File: src/rtl/flseq_pkg.sv
package flseq_pkg;

  typedef enum logic [4:0] {
    S_IDLE, S_PRE_RD, S_PRE_EV,
    S_PCLR, S_PRDM, S_PSET, S_PDAT,
    S_ECLR, S_ESET, S_ECNF, S_SETTLE,
    S_POLL_RD, S_POLL_EV, S_SUSP,
    S_TCLR, S_TRDM, S_DONE
  } seq_state_t;

  typedef enum logic [2:0] {
    CMD_CLR, CMD_RDM, CMD_PSET, CMD_ESET, CMD_ECNF, CMD_SUSP, CMD_DATA
  } cmd_sel_t;

  localparam logic [7:0] OPC_CLR  = 8'h50;
  localparam logic [7:0] OPC_RDM  = 8'hFF;
  localparam logic [7:0] OPC_PSET = 8'h40;
  localparam logic [7:0] OPC_ESET = 8'h20;
  localparam logic [7:0] OPC_ECNF = 8'hD0;
  localparam logic [7:0] OPC_SUSP = 8'hB0;

  localparam int RDY_BIT = 7;
  localparam int ERR_BIT = 4;

  localparam logic [1:0] RES_OK    = 2'd0;
  localparam logic [1:0] RES_FAIL  = 2'd1;
  localparam logic [1:0] RES_DIRTY = 2'd2;

endpackage

File: src/rtl/flseq_cmdgen.sv
module flseq_cmdgen
  import flseq_pkg::*;
#(
  parameter int DEV_CNT = 2,
  parameter int DEV_W   = 16,
  localparam int BUS_W  = DEV_CNT * DEV_W
) (
  input  cmd_sel_t           sel,
  input  logic [BUS_W-1:0]   data,
  output logic [BUS_W-1:0]   wdata
);

  logic [7:0]       opc;
  logic [BUS_W-1:0] lanes;

  always_comb begin
    case (sel)
      CMD_CLR:  opc = OPC_CLR;
      CMD_RDM:  opc = OPC_RDM;
      CMD_PSET: opc = OPC_PSET;
      CMD_ESET: opc = OPC_ESET;
      CMD_ECNF: opc = OPC_ECNF;
      CMD_SUSP: opc = OPC_SUSP;
      default:  opc = OPC_RDM;
    endcase
  end

  for (genvar g = 0; g < DEV_CNT; g++) begin : g_lane
    assign lanes[g*DEV_W +: DEV_W] = {{(DEV_W-8){1'b0}}, opc};
  end

  assign wdata = (sel == CMD_DATA) ? data : lanes;

endmodule

File: src/rtl/flseq_status.sv
module flseq_status
  import flseq_pkg::*;
#(
  parameter int DEV_CNT = 2,
  parameter int DEV_W   = 16,
  localparam int BUS_W  = DEV_CNT * DEV_W
) (
  input  logic [BUS_W-1:0] rdata,
  input  logic [BUS_W-1:0] data,
  output logic             all_ready,
  output logic             any_err,
  output logic             fits
);

  logic [DEV_CNT-1:0] rdy;
  logic [DEV_CNT-1:0] err;

  for (genvar g = 0; g < DEV_CNT; g++) begin : g_dec
    assign rdy[g] = rdata[g*DEV_W + RDY_BIT];
    assign err[g] = rdata[g*DEV_W + ERR_BIT];
  end

  assign all_ready = &rdy;
  assign any_err   = |err;
  assign fits      = ((rdata & data) == data);

endmodule

File: src/rtl/flseq_tmr.sv
module flseq_tmr #(
  parameter int TW = 8
) (
  input  logic          clk,
  input  logic          rst_n,
  input  logic          load,
  input  logic [TW-1:0] val,
  output logic          zero
);

  logic [TW-1:0] cnt_q;
  logic [TW-1:0] cnt_d;
  logic          cnt_en;

  always_comb begin
    cnt_en = load || (cnt_q != '0);
    cnt_d  = load ? val : cnt_q - 1'b1;
  end

  always_ff @(posedge clk or negedge rst_n) begin
    if (!rst_n)      cnt_q <= '0;
    else if (cnt_en) cnt_q <= cnt_d;
  end

  assign zero = (cnt_q == '0);

endmodule

File: src/rtl/flseq_ctrl.sv
module flseq_ctrl
  import flseq_pkg::*;
#(
  parameter int AW          = 22,
  parameter int BUS_W       = 32,
  parameter int TW          = 8,
  parameter int PGM_TMO_CYC = 100,
  parameter int ERS_TMO_CYC = 100,
  parameter int SETTLE_CYC  = 100
) (
  input  logic             clk,
  input  logic             rst_n,
  input  logic             req_valid,
  input  logic             req_erase,
  input  logic [AW-1:0]    req_addr,
  input  logic [BUS_W-1:0] req_data,
  input  logic             all_ready,
  input  logic             any_err,
  input  logic             fits,
  input  logic             tmr_zero,
  output logic             tmr_load,
  output logic [TW-1:0]    tmr_val,
  output cmd_sel_t         cmd_sel,
  output logic             bus_wr,
  output logic             bus_rd,
  output logic [AW-1:0]    tgt_addr,
  output logic [BUS_W-1:0] tgt_data,
  output logic             busy,
  output logic             done,
  output logic [1:0]       result
);

  seq_state_t       st_q, st_d;
  logic             erase_q;
  logic [AW-1:0]    addr_q;
  logic [BUS_W-1:0] data_q;
  logic [1:0]       res_q, res_d;
  logic             cap_en, res_en;

  always_comb begin
    st_d     = st_q;
    cap_en   = 1'b0;
    res_en   = 1'b0;
    res_d    = res_q;
    tmr_load = 1'b0;
    tmr_val  = '0;
    cmd_sel  = CMD_CLR;
    bus_wr   = 1'b0;
    bus_rd   = 1'b0;
    case (st_q)
      S_IDLE: begin
        if (req_valid) begin
          cap_en = 1'b1;
          st_d   = req_erase ? S_ECLR : S_PRE_RD;
        end
      end
      S_PRE_RD: begin
        bus_rd = 1'b1;
        st_d   = S_PRE_EV;
      end
      S_PRE_EV: begin
        if (!fits) begin
          res_en = 1'b1;
          res_d  = RES_DIRTY;
          st_d   = S_DONE;
        end else begin
          st_d = S_PCLR;
        end
      end
      S_PCLR: begin
        bus_wr = 1'b1; cmd_sel = CMD_CLR;  st_d = S_PRDM;
      end
      S_PRDM: begin
        bus_wr = 1'b1; cmd_sel = CMD_RDM;  st_d = S_PSET;
      end
      S_PSET: begin
        bus_wr = 1'b1; cmd_sel = CMD_PSET; st_d = S_PDAT;
      end
      S_PDAT: begin
        bus_wr   = 1'b1;
        cmd_sel  = CMD_DATA;
        tmr_load = 1'b1;
        tmr_val  = TW'(PGM_TMO_CYC);
        st_d     = S_POLL_RD;
      end
      S_ECLR: begin
        bus_wr = 1'b1; cmd_sel = CMD_CLR;  st_d = S_ESET;
      end
      S_ESET: begin
        bus_wr = 1'b1; cmd_sel = CMD_ESET; st_d = S_ECNF;
      end
      S_ECNF: begin
        bus_wr   = 1'b1;
        cmd_sel  = CMD_ECNF;
        tmr_load = 1'b1;
        tmr_val  = TW'(SETTLE_CYC);
        st_d     = S_SETTLE;
      end
      S_SETTLE: begin
        if (tmr_zero) begin
          tmr_load = 1'b1;
          tmr_val  = TW'(ERS_TMO_CYC);
          st_d     = S_POLL_RD;
        end
      end
      S_POLL_RD: begin
        bus_rd = 1'b1;
        st_d   = S_POLL_EV;
      end
      S_POLL_EV: begin
        if (all_ready) begin
          res_en = 1'b1;
          res_d  = (!erase_q && any_err) ? RES_FAIL : RES_OK;
          st_d   = erase_q ? S_TRDM : S_TCLR;
        end else if (tmr_zero) begin
          res_en = 1'b1;
          res_d  = RES_FAIL;
          st_d   = S_SUSP;
        end else begin
          st_d = S_POLL_RD;
        end
      end
      S_SUSP: begin
        bus_wr  = 1'b1;
        cmd_sel = CMD_SUSP;
        st_d    = erase_q ? S_TRDM : S_TCLR;
      end
      S_TCLR: begin
        bus_wr = 1'b1; cmd_sel = CMD_CLR; st_d = S_TRDM;
      end
      S_TRDM: begin
        bus_wr = 1'b1; cmd_sel = CMD_RDM; st_d = S_DONE;
      end
      S_DONE: begin
        st_d = S_IDLE;
      end
      default: begin
        st_d = S_IDLE;
      end
    endcase
  end

  always_ff @(posedge clk or negedge rst_n) begin
    if (!rst_n) st_q <= S_IDLE;
    else        st_q <= st_d;
  end

  always_ff @(posedge clk or negedge rst_n) begin
    if (!rst_n) begin
      erase_q <= 1'b0;
      addr_q  <= '0;
      data_q  <= '0;
    end else if (cap_en) begin
      erase_q <= req_erase;
      addr_q  <= req_addr;
      data_q  <= req_data;
    end
  end

  always_ff @(posedge clk or negedge rst_n) begin
    if (!rst_n)      res_q <= RES_OK;
    else if (res_en) res_q <= res_d;
  end

  assign tgt_addr = addr_q;
  assign tgt_data = data_q;
  assign busy     = (st_q != S_IDLE);
  assign done     = (st_q == S_DONE);
  assign result   = res_q;

endmodule

File: src/rtl/flseq_top.sv
module flseq_top
  import flseq_pkg::*;
#(
  parameter int AW          = 22,
  parameter int DEV_CNT     = 2,
  parameter int DEV_W       = 16,
  parameter int PGM_TMO_CYC = 50000,
  parameter int ERS_TMO_CYC = 1000000000,
  parameter int SETTLE_CYC  = 250000,
  localparam int BUS_W      = DEV_CNT * DEV_W,
  localparam int MAX_A      = (PGM_TMO_CYC > ERS_TMO_CYC) ? PGM_TMO_CYC : ERS_TMO_CYC,
  localparam int MAX_CYC    = (MAX_A > SETTLE_CYC) ? MAX_A : SETTLE_CYC,
  localparam int TW         = $clog2(MAX_CYC + 1)
) (
  input  logic             clk,
  input  logic             rst_n,
  input  logic             req_valid,
  input  logic             req_erase,
  input  logic [AW-1:0]    req_addr,
  input  logic [BUS_W-1:0] req_data,
  output logic             busy,
  output logic             done,
  output logic [1:0]       result,
  output logic [AW-1:0]    fl_addr,
  output logic [BUS_W-1:0] fl_wdata,
  output logic             fl_wr,
  output logic             fl_rd,
  input  logic [BUS_W-1:0] fl_rdata
);

  logic [1:0]       rst_sync_q;
  logic             rst_int_n;
  logic             all_ready, any_err, fits, tmr_zero, tmr_load;
  logic [TW-1:0]    tmr_val;
  cmd_sel_t         cmd_sel;
  logic [BUS_W-1:0] tgt_data;

  always_ff @(posedge clk or negedge rst_n) begin
    if (!rst_n) rst_sync_q <= 2'b00;
    else        rst_sync_q <= {rst_sync_q[0], 1'b1};
  end
  assign rst_int_n = rst_sync_q[1];

  flseq_ctrl #(
    .AW(AW), .BUS_W(BUS_W), .TW(TW),
    .PGM_TMO_CYC(PGM_TMO_CYC), .ERS_TMO_CYC(ERS_TMO_CYC), .SETTLE_CYC(SETTLE_CYC)
  ) u_ctrl (
    .clk(clk), .rst_n(rst_int_n),
    .req_valid(req_valid), .req_erase(req_erase),
    .req_addr(req_addr), .req_data(req_data),
    .all_ready(all_ready), .any_err(any_err), .fits(fits),
    .tmr_zero(tmr_zero), .tmr_load(tmr_load), .tmr_val(tmr_val),
    .cmd_sel(cmd_sel), .bus_wr(fl_wr), .bus_rd(fl_rd),
    .tgt_addr(fl_addr), .tgt_data(tgt_data),
    .busy(busy), .done(done), .result(result)
  );

  flseq_status #(.DEV_CNT(DEV_CNT), .DEV_W(DEV_W)) u_status (
    .rdata(fl_rdata), .data(tgt_data),
    .all_ready(all_ready), .any_err(any_err), .fits(fits)
  );

  flseq_cmdgen #(.DEV_CNT(DEV_CNT), .DEV_W(DEV_W)) u_cmdgen (
    .sel(cmd_sel), .data(tgt_data), .wdata(fl_wdata)
  );

  flseq_tmr #(.TW(TW)) u_tmr (
    .clk(clk), .rst_n(rst_int_n), .load(tmr_load), .val(tmr_val), .zero(tmr_zero)
  );

endmodule

File: config.mk
export PLATFORM = sky130hd
export DESIGN_NAME = flseq_top
export DESIGN_NICKNAME = d
export VERILOG_FILES = /design/src/rtl/flseq_pkg.sv /design/src/rtl/flseq_cmdgen.sv /design/src/rtl/flseq_status.sv /design/src/rtl/flseq_tmr.sv /design/src/rtl/flseq_ctrl.sv /design/src/rtl/flseq_top.sv
export SDC_FILE = /design/constraint.sdc
export NUM_CORES = 1
export LEC_CHECK = 0
export ABC_CLOCK_PERIOD_IN_PS = 3370
export CAP_MARGIN = 20
export CORE_MARGIN = 2
export CORE_UTILIZATION = 40
export CTS_CLUSTER_DIAMETER = 80
export CTS_CLUSTER_SIZE = 40
export DETAILED_ROUTE_END_ITERATION = 6
export PLACE_DENSITY = 0.69
export SLEW_MARGIN = 30
export SYNTH_ARGS = -nofsm -noshare
export SYNTH_HDL_FRONTEND = slang
export SYNTH_SLANG_ARGS = --single-unit
File: constraint.sdc
create_clock -name clk -period 3.37 [get_ports clk]
set_clock_uncertainty 0.05 [all_clocks]
set_input_delay 0.674 -clock clk [delete_from_list [all_inputs] [get_ports clk]]
set_output_delay 0.674 -clock clk [all_outputs]
set_load 0.02 [all_outputs]
Word-level counts from Yosys, hierarchy flattened
Index checks and enable logic that the tools add are counted.
- eq/ne operators: 26
- bitwise gates (word level): 1
- mux-type cells: 28
- reduce and logical (&&, ||, !) cells: 17
- add/subtract/negate cells: 1
- operators by type and width (cell ; count):
    30-bit one-hot mux with 3 select lines ; 1
    5-bit one-hot mux with 16 select lines ; 1
    30-bit 2-to-1 mux ; 2
    5-bit by 4-bit == test with 1-bit output (second input constant) ; 8
    8-bit one-hot mux with 5 select lines ; 1
    32-bit bitwise AND ; 1
    32-bit == test ; 1
    32-bit 2-to-1 mux ; 1
    30-bit zero test ; 1
    30-bit nonzero test ; 1
    30-bit by 1-bit subtractor with 30-bit output (second input constant) ; 1
    5-bit by 3-bit == test with 1-bit output (second input constant) ; 4
    5-bit 2-to-1 mux ; 4
    3-bit one-hot mux with 6 select lines ; 1
    5-bit by 2-bit == test with 1-bit output (second input constant) ; 2
    10-bit OR reduction ; 1
    3-bit == test (second input constant) ; 3
    1-bit 2-to-1 mux ; 9
    2-bit OR reduction ; 4
    3-bit by 2-bit == test with 1-bit output (second input constant) ; 2
    2-bit 2-to-1 mux ; 3
    3-bit 2-to-1 mux ; 2
    2-bit != test (second input constant) ; 3
    5-bit by 1-bit == test with 1-bit output (second input constant) ; 1
    13 further kinds ; 15
- input bits: 90
- logic and storage cells: 80
- register bits: 94

Longest topological paths before layout
- word-level depth: 6
- mapped depth: 8
- depth with buffers taken out: 7

Cells and area by module
From an unflattened synthesis, not the netlist that was laid out.
- cells, all modules: 557
- area total of the unflattened synthesis: 5656.7 um^2
- modules (own cells, without submodules) (module ; cells an instance ; times used ; area an instance (um^2)):
    flseq_ctrl ; 241 ; 1 ; 3174.3
    flseq_tmr ; 198 ; 1 ; 1800.5
    flseq_cmdgen ; 60 ; 1 ; 361.6
    flseq_status ; 55 ; 1 ; 266.5
    flseq_top ; 3 ; 1 ; 53.8

Least setup slack after synthesis
No wires, ideal clock.
- path kind: reg-to-reg
- from: reg u_tmr.cnt_q[3]
- to: reg u_tmr.cnt_q[15]
- stages on the path, launching flop included: 7
- setup slack: 932 ps
- period minus slack after synthesis: 2438 ps
- data arrival time: 2309 ps
- cells stage by stage: dfrtp_1 > or4_4 > or4_1 > clkbuf_2 > or4_1 > a21oi_2 > mux2i_1
- longest elaborated chain between the ends: 4
- elaborated cells on any way between the ends: 9
- RTL lines (element ; RTL line ; RTL):
    start: declaration ; flseq_tmr.sv:11 ; logic [TW-1:0] cnt_q;
    start signal: assignment ; flseq_tmr.sv:22 ; else if (cnt_en) cnt_q <= cnt_d;
    branches (longest 4 deep; another with 30-bit by 1-bit subtractor with 30-bit output) ; -- ;
Several ways; the timed one is not identified.
A chain may end at the register's enable or synchronous reset.

Worst setup path after layout
- from: reg u_ctrl.st_q[0]
- to: out fl_wdata[19]
- longest elaborated chain between the ends: 6
- elaborated cells on any way between the ends: 17
- RTL lines (element ; RTL line ; RTL):
    start: declaration ; flseq_ctrl.sv:33 ; seq_state_t st_q, st_d;
    start signal: assignment ; flseq_ctrl.sv:145 ; else st_q <= st_d;
    5-bit by 3-bit == test with 1-bit output / 5-bit by 4-bit == test with 1-bit output (equally long branches) ; flseq_ctrl.sv:50 ; case (st_q)
    2-bit OR reduction (no source line) ; -- ;
    3-bit one-hot mux with 6 select lines (*) ; flseq_ctrl.sv:50 ;
    3-bit == test, or another cell as far along ; flseq_cmdgen.sv:17 ; case (sel)
    8-bit one-hot mux with 5 select lines ; flseq_cmdgen.sv:17 ;
    32-bit 2-to-1 mux (*) ; flseq_cmdgen.sv:32 ; assign wdata = (sel == CMD_DATA) ? data : lanes;
    end: declaration ; flseq_top.sv:25 ; output logic [BUS_W-1:0] fl_wdata,
Every way passes the cells marked *; elsewhere a longest branch is shown, timed or not.

==> flow_metrics.py <==
metrics = {
    "sta": {
        "fin_crit_ns": 3.16,
        "max-slew-margin-rel": 0.462,
        "report.final.slew_viol_count": 0,
        "fmax_ghz": 0.316,
        "rsz0062_at_grt": "no",
        "tns_ns": 0,
        "tightest_slew_ns": 0.807,
        "hold_viol_final": 0,
        "final-setup-viol-count": 0,
        "min_period_over_period": 0.938,
    },
    "finish": {
        "fin_nets": 744,
        "diodes": 0,
        "final_cell_mix": "clkdlybuf4s50_1 (149), dfrtp_1 (92), mux2_2 (55)",
        "layout_commonest_cell": "clkdlybuf4s50_1",
        "syn_to_final_growth_pct": 40.0,
        "postLayoutCellArea_mm2": 0.00715,
        "drive_gt1_frac": 0.164,
    },
    "setup_path": {
        "crit_top_cell": "buf_4",
        "cp-end-kind": "primary output",
        "cp-start-kind": "flop",
        "crit_fanout": 14,
        "worstPathRequired_ns": 2.65,
        "startpoint": "u_ctrl.st_q[0]",
        "crit_arrival_ns": 2.44,
        "crit_slowest_cell": "clkdlybuf4s50_1",
        "cp_cell_sequence": "buf_4 > nand2b_1 > nor3_1 > buf_4 > a21o_1 > clkdlybuf4s50_1",
        "crit_type": "reg -> out",
        "slowest_delay_ns": 0.60,
        "r2r-start": "u_tmr.cnt_q[20]",
    },
    "power_and_ir_drop": {
        "ir_drop_mv": 0.525,
        "p_leak_uw": 0.00304,
        "power_density_mw_per_mm2": 844,
    },
    "clock_network": {
        "cts_setup_buffers": 0,
        "cts_inserted_buffers": 9,
        "cts_max_path_buffers": 2,
        "htreeDepth": 3,
        "clk_pin_slew_ns": 0.07,
        "cts_tree": "built",
        "clock-sinks": 94,
        "postCtsHoldBufs": 0,
        "cts_root_buf": "clkbuf_16",
        "cts_resized": 0,
        "clk_latency_ns": 0.35,
    },
    "synth": {
        "synth-seq-cells": 94,
        "seq_area_frac_synth": 0.461,
        "synth_cells": 501,
        "synth_edf_count": 0,
        "yosys_most_used_dff": "dfrtp_1",
        "synth_top_area_cell": "dfrtp_1",
        "syn_avg_cell_area_um2": 10.2,
        "async_flop_share": 1.00,
        "ys_warn_count": 0,
        "synth_fp_nets": 592,
        "synth_top_area_share": 0.461,
        "yosysUniqueCellTypes": 61,
        "synth_area_mm2": 0.00510,
        "synth.area.top_cells": "dfrtp_1 (46%), mux2_2 (12%), nand2b_1 (3.4%), o21ai_0 (2.3%), a21oi_1 (2.2%)",
    },
    "run_status": {
        "status": "completed",
    },
    "global_route": {
        "antenna_found_initial": 0,
        "grt_pass1_wl_um": 24700,
        "grt_overflow": 0,
        "first_global_vias": 4720,
        "track_usage": 0.234,
        "grt_max_degree": 62,
    },
    "floorplanning": {
        "start_util": 0.408,
        "die_w_um": 117,
        "die_y_um": 117,
        "die_area_mm2": 0.0137,
        "core-area_mm2": 0.0125,
        "rows": 41,
        "ios": 150,
    },
    "worst_hold_path": {
        "min_path_type": "reg -> reg",
        "hold_start": "rst_sync_q[0]",
    },
    "placement": {
        "place.port_buffers": 149,
        "hpwl_um": 11100,
        "gp_congestion": 0.851,
        "place_area_mm2": 0.00684,
    },
    "route": {
        "dr_total_vias": 4571,
        "drt_wl_total_um": 15100,
        "drt_iter0_markers": 349,
        "drc_errors": 0,
        "vias_per_cell": 5.51,
        "drtPass1Iterations": 5,
        "wl_per_cell_um": 18.2,
        "postRouteAntennaNets": 0,
    },
    "run": {
        "cap_violations": 0,
    },
}
-- where the power goes --
part,switching (uW),internal [uW],leakage [uW]
clock,467,601,0.000149
sequential,454,1600,0.00115
combinational,1470,1440,0.00174
-- through the flow --
step	power, uW	worst slack (ns)	std cells	utilization	hold WS, ns
floorplan	3740	0.508	501	-	0.281
global placement	4880	0.616	814	0.546	0.289
detailed placement	4950	0.540	814	0.546	0.293
CTS	6050	0.146	830	0.571	0.307
global route	6430	0.0578	830	0.571	0.321
finish	6030	0.208	830	0.571	0.303
-- synthesized netlist by cell type, types with 9 or more instances --
library cell,n
clkbuf_1,23
nor3_1,14
a21o_1,12
nor2_1,28
nand2b_1,28
and3_1,14
a21oi_1,22
o21ai_0,23
nor4_1,15
or3_1,10
nand2_1,28
mux2_2,55
inv_1,14
mux2i_1,9
dfrtp_1,94
-- routing by layer --
| metal | wire length [um] | GRT usage | part of all wire | up-vias |
|---|---|---|---|---|
| li1 | - | - | - | 2151 |
| met1 | 6410 | 0.292 | 0.42 | 2221 |
| met2 | 7030 | 0.373 | 0.47 | 169 |
| met3 | 1260 | 0.0865 | 0.083 | 30 |
| met4 | 381 | 0.0886 | 0.025 | 0 |
| met5 | 0 | 0 | 0 | - |
-- sequential cells by signal (all words and copies together) (netlist names) --
name             count
u_ctrl.erase_q       1
u_tmr.cnt_q         30
u_ctrl.result        2
u_ctrl.tgt_data     32
u_ctrl.tgt_addr     22
rst_sync_q           2
u_ctrl.st_q          5
-- path summary, 6_finish.rpt --
path | cells past startpoint | slack [ns] | to
worst min-delay path | 0 | 0.30 | rst_sync_q[1]
min in group asynchronous | 0 | 0.37 | u_ctrl.tgt_addr[21]
max in group asynchronous | 1 | 2.11 | u_tmr.cnt_q[5]
worst max-delay path | 6 | 0.21 | fl_wdata[19]
worst min register to register | 0 | 0.30 | rst_sync_q[1]
worst max register to register | 6 | 0.72 | u_tmr.cnt_q[5]
-- kinds of logic after synthesis --
family          after synthesis  share of synthesized area
simple gates                181                      0.197
fa+ha+maj                     1                    0.00245
mux                          64                      0.139
xor+xnor                     11                     0.0189
other cells                   1                   0.000735
flops                        94                      0.461
compound gates              105                      0.142
buf+inv                      44                     0.0385
-- worst max-delay path: cells and delay by family, from the launching register on --
kind | cells | cell delay [ns]
AND/OR/NAND/NOR | 2 | 0.35
buffers and inverters | 3 | 1.06
AO/OA/AOI/OAI | 1 | 0.14
flip-flops | 1 | 0.53
-- final cells by class --
cell class	instances	area (um^2)
clock buffer	10	239
clock inverter	6	68.8
fill	1105	5370
inverter	14	52.6
multi-input combinational	363	2560
sequential	94	2360
tap	172	215
timing repair buffer	171	1660
Power figures use the tool's default switching activity.
